<file path="src/rtl/ahm_pkg.sv">
package ahm_pkg;
  // width of one entry in the packed lag list
  localparam int LAG_W = 8;

  // +1 when the two compared bits agree, -1 when they differ
  function automatic logic signed [1:0] corr_step(input logic cur, input logic old);
    return (cur ^ old) ? -2'sd1 : 2'sd1;
  endfunction
endpackage

</file>
<file path="src/rtl/ahm_delay_line.sv">
module ahm_delay_line #(
  parameter int DEPTH = 8
) (
  input  logic             clk,
  input  logic             rst_n,
  input  logic             shift,
  input  logic             din,
  output logic [DEPTH-1:0] hist
);
  // hist[0] is the most recent accepted bit, hist[DEPTH-1] the oldest
  generate
    if (DEPTH == 1) begin : g_single
      always_ff @(posedge clk or negedge rst_n) begin
        if (!rst_n)     hist <= '0;
        else if (shift) hist <= din;
      end
    end else begin : g_multi
      always_ff @(posedge clk or negedge rst_n) begin
        if (!rst_n)     hist <= '0;
        else if (shift) hist <= {hist[DEPTH-2:0], din};
      end
    end
  endgenerate

  p_shift_in_r1: assert property (@(posedge clk) disable iff (!rst_n)
    shift |=> hist[0] == $past(din));
  p_hold_r7: assert property (@(posedge clk) disable iff (!rst_n)
    !shift |=> $stable(hist));
endmodule

</file>
<file path="src/rtl/ahm_block_ctrl.sv">
module ahm_block_ctrl #(
  parameter int MAX_LAG   = 8,
  parameter int BLOCK_LEN = 1024
) (
  input  logic clk,
  input  logic rst_n,
  input  logic accept,
  output logic eval,
  output logic last
);
  localparam int FW = $clog2(MAX_LAG + 1);
  localparam int BW = (BLOCK_LEN > 1) ? $clog2(BLOCK_LEN) : 1;

  logic [FW-1:0] fill_cnt;
  logic [BW-1:0] blk_cnt;
  logic          filled;

  assign filled = (fill_cnt == FW'(MAX_LAG));
  assign eval   = accept && filled;
  assign last   = eval && (blk_cnt == BW'(BLOCK_LEN - 1));

  always_ff @(posedge clk or negedge rst_n) begin
    if (!rst_n) begin
      fill_cnt <= '0;
    end else if (accept && !filled) begin
      fill_cnt <= fill_cnt + 1'b1;
    end
  end

  always_ff @(posedge clk or negedge rst_n) begin
    if (!rst_n) begin
      blk_cnt <= '0;
    end else if (eval) begin
      blk_cnt <= last ? '0 : blk_cnt + 1'b1;
    end
  end

  p_fill_stays_r2: assert property (@(posedge clk) disable iff (!rst_n)
    filled |=> filled);
  p_no_eval_early_r2: assert property (@(posedge clk) disable iff (!rst_n)
    (fill_cnt < FW'(MAX_LAG)) |-> !eval);
  p_count_range_r5: assert property (@(posedge clk) disable iff (!rst_n)
    {1'b0, blk_cnt} < (BW+1)'(BLOCK_LEN));
endmodule

</file>
<file path="src/rtl/ahm_lag_acc.sv">
module ahm_lag_acc
  import ahm_pkg::*;
#(
  parameter int BLOCK_LEN = 1024,
  parameter int AW        = 12,
  parameter int MW        = 11
) (
  input  logic          clk,
  input  logic          rst_n,
  input  logic          eval,
  input  logic          last,
  input  logic          cur_bit,
  input  logic          old_bit,
  input  logic          thr_we,
  input  logic [MW-1:0] thr_wdata,
  output logic          hit,
  output logic          fail_q
);
  logic signed [AW-1:0] acc;
  logic signed [AW-1:0] acc_nxt;
  logic        [AW-1:0] mag_nxt;
  logic        [MW-1:0] thr;

  // magnitude of a signed count, returned as an unsigned value
  function automatic logic [AW-1:0] mag(input logic signed [AW-1:0] v);
    return v[AW-1] ? AW'(-v) : AW'(v);
  endfunction

  assign acc_nxt = acc + AW'(corr_step(cur_bit, old_bit));
  assign mag_nxt = mag(acc_nxt);
  assign hit     = last && (mag_nxt > AW'(thr));

  always_ff @(posedge clk or negedge rst_n) begin
    if (!rst_n)      thr <= '1;
    else if (thr_we) thr <= thr_wdata;
  end

  always_ff @(posedge clk or negedge rst_n) begin
    if (!rst_n) begin
      acc    <= '0;
      fail_q <= 1'b0;
    end else if (eval) begin
      if (last) begin
        acc    <= '0;
        fail_q <= hit;
      end else begin
        acc    <= acc_nxt;
      end
    end
  end

  p_acc_bound_r3: assert property (@(posedge clk) disable iff (!rst_n)
    mag(acc) <= AW'(BLOCK_LEN));
  p_step_one_r3: assert property (@(posedge clk) disable iff (!rst_n)
    (eval && !last) |=> (mag(acc - $past(acc)) == AW'(1)));
  p_restart_r5: assert property (@(posedge clk) disable iff (!rst_n)
    last |=> acc == '0);
  p_fail_only_last_r4: assert property (@(posedge clk) disable iff (!rst_n)
    !last |=> $stable(fail_q));
endmodule

</file>
<file path="src/rtl/ac_health_mon.sv">
module ac_health_mon
  import ahm_pkg::*;
#(
  parameter int                      N_LAGS    = 4,
  parameter logic [N_LAGS*LAG_W-1:0] LAGS      = {8'd8, 8'd3, 8'd2, 8'd1},
  parameter int                      BLOCK_LEN = 1024,
  localparam int                     MW        = $clog2(BLOCK_LEN) + 1,
  localparam int                     SELW      = (N_LAGS > 1) ? $clog2(N_LAGS) : 1
) (
  input  logic              clk,
  input  logic              rst_n,
  input  logic              enable,
  input  logic              bit_valid,
  input  logic              bit_in,
  input  logic              thr_we,
  input  logic [SELW-1:0]   thr_sel,
  input  logic [MW-1:0]     thr_wdata,
  input  logic              fail_clr,
  output logic              block_done,
  output logic [N_LAGS-1:0] lag_fail,
  output logic              fail_sticky
);
  localparam int AW = MW + 1;

  function automatic int largest_lag();
    int m = 1;
    for (int i = 0; i < N_LAGS; i++) begin
      if (int'(LAGS[i*LAG_W +: LAG_W]) > m) m = int'(LAGS[i*LAG_W +: LAG_W]);
    end
    return m;
  endfunction

  localparam int MAX_LAG = largest_lag();

  logic               accept;
  logic               eval;
  logic               last;
  logic [MAX_LAG-1:0] hist;
  logic [N_LAGS-1:0]  hit;

  assign accept = enable && bit_valid;

  ahm_delay_line #(.DEPTH(MAX_LAG)) i_hist (
    .clk   (clk),
    .rst_n (rst_n),
    .shift (accept),
    .din   (bit_in),
    .hist  (hist)
  );

  ahm_block_ctrl #(.MAX_LAG(MAX_LAG), .BLOCK_LEN(BLOCK_LEN)) i_ctrl (
    .clk    (clk),
    .rst_n  (rst_n),
    .accept (accept),
    .eval   (eval),
    .last   (last)
  );

  generate
    for (genvar g = 0; g < N_LAGS; g++) begin : g_lag
      localparam int K = int'(LAGS[g*LAG_W +: LAG_W]);
      ahm_lag_acc #(.BLOCK_LEN(BLOCK_LEN), .AW(AW), .MW(MW)) i_acc (
        .clk       (clk),
        .rst_n     (rst_n),
        .eval      (eval),
        .last      (last),
        .cur_bit   (bit_in),
        .old_bit   (hist[K-1]),
        .thr_we    (thr_we && (thr_sel == SELW'(g))),
        .thr_wdata (thr_wdata),
        .hit       (hit[g]),
        .fail_q    (lag_fail[g])
      );
    end
  endgenerate

  always_ff @(posedge clk or negedge rst_n) begin
    if (!rst_n) begin
      block_done  <= 1'b0;
      fail_sticky <= 1'b0;
    end else begin
      block_done <= last;
      if (|hit)         fail_sticky <= 1'b1;
      else if (fail_clr) fail_sticky <= 1'b0;
    end
  end

  p_verdict_with_done_r4: assert property (@(posedge clk) disable iff (!rst_n)
    !block_done |-> $stable(lag_fail));
  p_sticky_hold_r6: assert property (@(posedge clk) disable iff (!rst_n)
    (fail_sticky && !fail_clr) |=> fail_sticky);
  p_sticky_set_r6: assert property (@(posedge clk) disable iff (!rst_n)
    (block_done && |lag_fail) |-> fail_sticky);
  p_ignore_r7: assert property (@(posedge clk) disable iff (!rst_n)
    !accept |=> !block_done);
  generate
    if (BLOCK_LEN > 1) begin : g_pulse_chk
      p_done_pulse_r5: assert property (@(posedge clk) disable iff (!rst_n)
        block_done |=> !block_done);
    end
  endgenerate
endmodule

</file>
<file path="config.mk">
export PLATFORM = sky130hd
export DESIGN_NAME = ac_health_mon
export DESIGN_NICKNAME = d
export VERILOG_FILES = /design/src/rtl/ahm_pkg.sv /design/src/rtl/ahm_delay_line.sv /design/src/rtl/ahm_block_ctrl.sv /design/src/rtl/ahm_lag_acc.sv /design/src/rtl/ac_health_mon.sv
export SDC_FILE = /design/constraint.sdc
export NUM_CORES = 1
export LEC_CHECK = 0
export BUFFER_PORTS_ARGS = -buffer_cell sky130_fd_sc_hd__clkbuf_2
export CAP_MARGIN = 0
export CORE_UTILIZATION = 32
export CTS_BUF_LIST = sky130_fd_sc_hd__clkbuf_4
export CTS_CLUSTER_SIZE = 12
export DETAILED_ROUTE_END_ITERATION = 8
export PLACE_DENSITY = 0.5
export SLEW_MARGIN = 20
export SYNTH_ARGS = -nofsm -noshare
export SYNTH_HDL_FRONTEND = slang
export SYNTH_SLANG_ARGS = --single-unit
export TNS_END_PERCENT = 5
</file>
<file path="constraint.sdc">
create_clock -name clk -period 4.7 [get_ports clk]
set_clock_uncertainty 0.05 [all_clocks]
set_input_delay 1.175 -clock clk [delete_from_list [all_inputs] [get_ports clk]]
set_output_delay 1.175 -clock clk [all_outputs]
set_load 0.05 [all_outputs]
</file>
==> summary.txt <==
Synthesis
  – Synth area leader: dfrtp_1
  – Syn Std Cell Area: a little under 9000 um2
  – Post-synth top flop: dfrtp_1
  – Post-synthesis sequential area ratio: 34.74%
  – Syn nets: about 1100
  – EDFF count, synth: 0
  – Ys async rst share: 100.0%
  – Number of synthesized register bits: between 100 and 150
  – Post-Syn Instances: 953
  – Synth top area share: 21.61%
  – Post-synthesis cell type count: 73
  – Synthesis Warnings: 0
  – Syn_area_per_cell: 9.236 um2
  – Top cells by area, synth: dfrtp_1 (22%), ha_1 (14%), dfstp_2 (13%)

GRT
  – Initial antenna violation count: 1
  – Global-route wire length before repair: 37260 um
  – Number of global-route vias before repair: 7305
  – Total gr overflow: 0
  – GR Util All Layers: 16.76%
  – Largest net degree at the start of global routing: 75

Place
  – Pre-CTS setup slack: -0.8856 ns
  – PortBufs: 25
  – Final Wtd Congestion: 0.7943
  – Placed Area: 10890 um2
  – Hpwl dp: 16920 um

Floorplan
  – Rows: 60
  – Chip width: 167.9 um
  – Core box area: 26950 um2
  – Die height: around 170 um
  – Initial Util: 32.66%
  – Die area: around 28000 um2
  – Num ports: 26

Critical path
  – Slowest cell delay on critical path: around 0.3 ns
  – Crit path DAT: ~5.2 ns
  – CP Capture Type: register
  – Critical Path, Cell by Cell: clkbuf_4, buf_6, xnor2_4, inv_4, ha_4, a211oi_4, o211ai_1, a31o_2, a21o_1, xnor2_2, nand2_1, nor4bb_2, nor2_1, xor2_1, ha_1, and3_1, nand3_2, nor4_4, nor2_1, a211o_1, a221o_1, nor3_2, o21ai_2
  – Crit Path Category: input port to register
  – Most used cell, CP: nor2_1
  – Worst-path fanout max: 8
  – Critical Path RT: a little over 5 ns
  – Worst path bufs/invs: 3
  – CP top delay family: compound AO/OA/AOI/OAI gates
  – Critical path launch point type: input port
  – CP max-delay cell: ha_1

Timing
  – Rel. slew slack: 24.89%
  – Final setup viols: 2
  – Hold violation count in the final report: 0
  – Max Freq: roughly 210 MHz
  – RSZ-0062 raised after global routing: yes
  – Max Slew Vio Count: 0
  – Final Critical Period: 4.773 ns
  – Tcrit/Tclk final: 101.6%
  – Setup TNS: -0.07416 ns
  – Least-Margin Pin Slew: 1.122 ns
  – Setup ws final: -0.07330 ns

Run status
  – Violated checks: negative setup slack
  – Status: finished, violations left

Min path
  – Min-delay worst type: register to register

Flow run
  – Max cap viols: 0

CTS
  – Clock root cell: clkbuf_4
  – CTS tree: done
  – Skew-Pair Late Insertion Delay: 0.59 ns
  – H-tree levels: 4
  – Clk sinks: 120
  – CTS buffer count: 17
  – Clock tree buffer depth: 2
  – Reg clk slew, reported paths: 0.14 ns
  – Cts hold-fix bufs: 0

Detailed routing
  – WL final: 22390 um
  – Post-DRT Antenna Nets: 0
  – Vias post-DR: 7358
  – # DRC: 0
  – Via density: 4.847
  – Drt pass-1 iters: 4
  – Routed len/inst: 14.75 um
  – Iteration-0 DRC count of the detailed router: 302

Cells and area
  – Layout Area Growth over Synthesis: 28.54%
  – Most frequent cells in the layout: buf_4 (189), nand2_1 (98), ha_1 (87)
  – Layout cells sized above 1: 33.50%
  – Most common cell after layout, fill and taps aside: buf_4
  – Nets: about 1300
  – Fin area: between 10000 and 15000 um2
## synthesized netlist by cell type, types with 6 or more instances
cell type  instances
a211oi_1           6
a21o_1            11
a21oi_1           41
a22o_1             9
a31oi_1            8
and3_1             9
clkbuf_1          18
dfrtp_1           76
dfstp_2           44
ha_1              95
inv_1             68
mux2_2            44
nand2_1           98
nand2b_1           7
nand3_1           20
nand4_1           15
nor2_1            73
nor2b_1            9
nor3_1            20
nor4_1             6
o211ai_1           8
o21a_1            14
o21ai_0           65
o31ai_1           22
or3_1              6
xnor2_1           50
xor2_1            30
## metrics by stage
stage / hold WS, ns / cells / util, %
after global placement: 0.4143 / 1484 / 40.42
after global routing: 0.4643 / 1518 / 41.98
after detailed placement: 0.4135 / 1484 / 40.42
after floorplan: 0.3888 / 953 / -
after CTS: 0.4348 / 1516 / 41.69
final: 0.4298 / 1518 / 41.98
## sequential cells by signal, indices dropped and copies added (netlist names)
| signal | cells |
|---|---|
| i_ctrl.blk_cnt | 10 |
| i_ctrl.fill_cnt | 4 |
| g_lag.i_acc.thr | 44 |
| fail_sticky | 1 |
| g_lag.i_acc.acc | 48 |
| i_hist.hist | 8 |
| g_lag.i_acc.fail_q | 4 |
| block_done | 1 |
## area by class of cell
| class | count | area [um2] |
|---|---|---|
| Antenna cell | 1 | 2.502 |
| Clock inverter | 15 | 168.9 |
| Multi-Input combinational cell | 736 | 5647 |
| Timing Repair Buffer | 218 | 1619 |
| Tap cell | 341 | 426.7 |
| Fill cell | 2657 | 15640 |
| Inverter | 70 | 265.3 |
| Sequential cell | 120 | 3058 |
| Clock buffer | 17 | 127.6 |
## metal layers
metal | part of all wire (%) | vias up | global-route usage (%) | wire [um]
li1 | - | 3815 | - | -
met1 | 49 | 3479 | 21.58 | 10860
met2 | 49 | 45 | 29.33 | 10970
met3 | 1.5 | 19 | 2.609 | 325
met4 | 0.99 | 0 | 3.989 | 222
met5 | 0 | - | 0 | 0
## kinds of logic (layout without fill, tap and decap cells)
| family | after synthesis | count (layout) | share of synthesized area (%) |
|---|---|---|---|
| flip-flops | 120 | 120 | 34.74 |
| XOR/XNOR | 82 | 82 | 8.330 |
| AO/OA/AOI/OAI | 219 | 219 | 16.66 |
| adder cells (fa/ha/maj) | 99 | 99 | 14.41 |
| other | 0 | 1 | 0 |
| multiplexers | 44 | 44 | 5.629 |
| AND/OR/NAND/NOR | 292 | 292 | 15.79 |
| buffers and inverters | 97 | 320 | 4.435 |
## path summary, 6_finish.rpt
path | start | end | slack, ns | cells past startpoint
setup / recovery | bit_in | fail_sticky | -0.07 | 23
hold / removal | i_ctrl.blk_cnt[4] | i_ctrl.blk_cnt[4] | 0.43 | 1
setup reg to reg | i_hist.hist[7] | fail_sticky | 0.19 | 20
hold reg to reg | i_ctrl.blk_cnt[4] | i_ctrl.blk_cnt[4] | 0.43 | 1
max in group asynchronous | rst_n | g_lag[2].i_acc.thr[9] | 3.27 | 2
min in group asynchronous | rst_n | g_lag[1].i_acc.acc[4] | 0.55 | 1
## repair_timing
action                                  4_1_cts  5_1_grt
gates resized for setup                       9       16
setup buffers                                 0        1
pin swaps                                     4        8
endpoints found under the setup margin        2        4
Power is not shown: default switching activity piles up to over one toggle a cycle in this logic, so the estimate is an artifact.
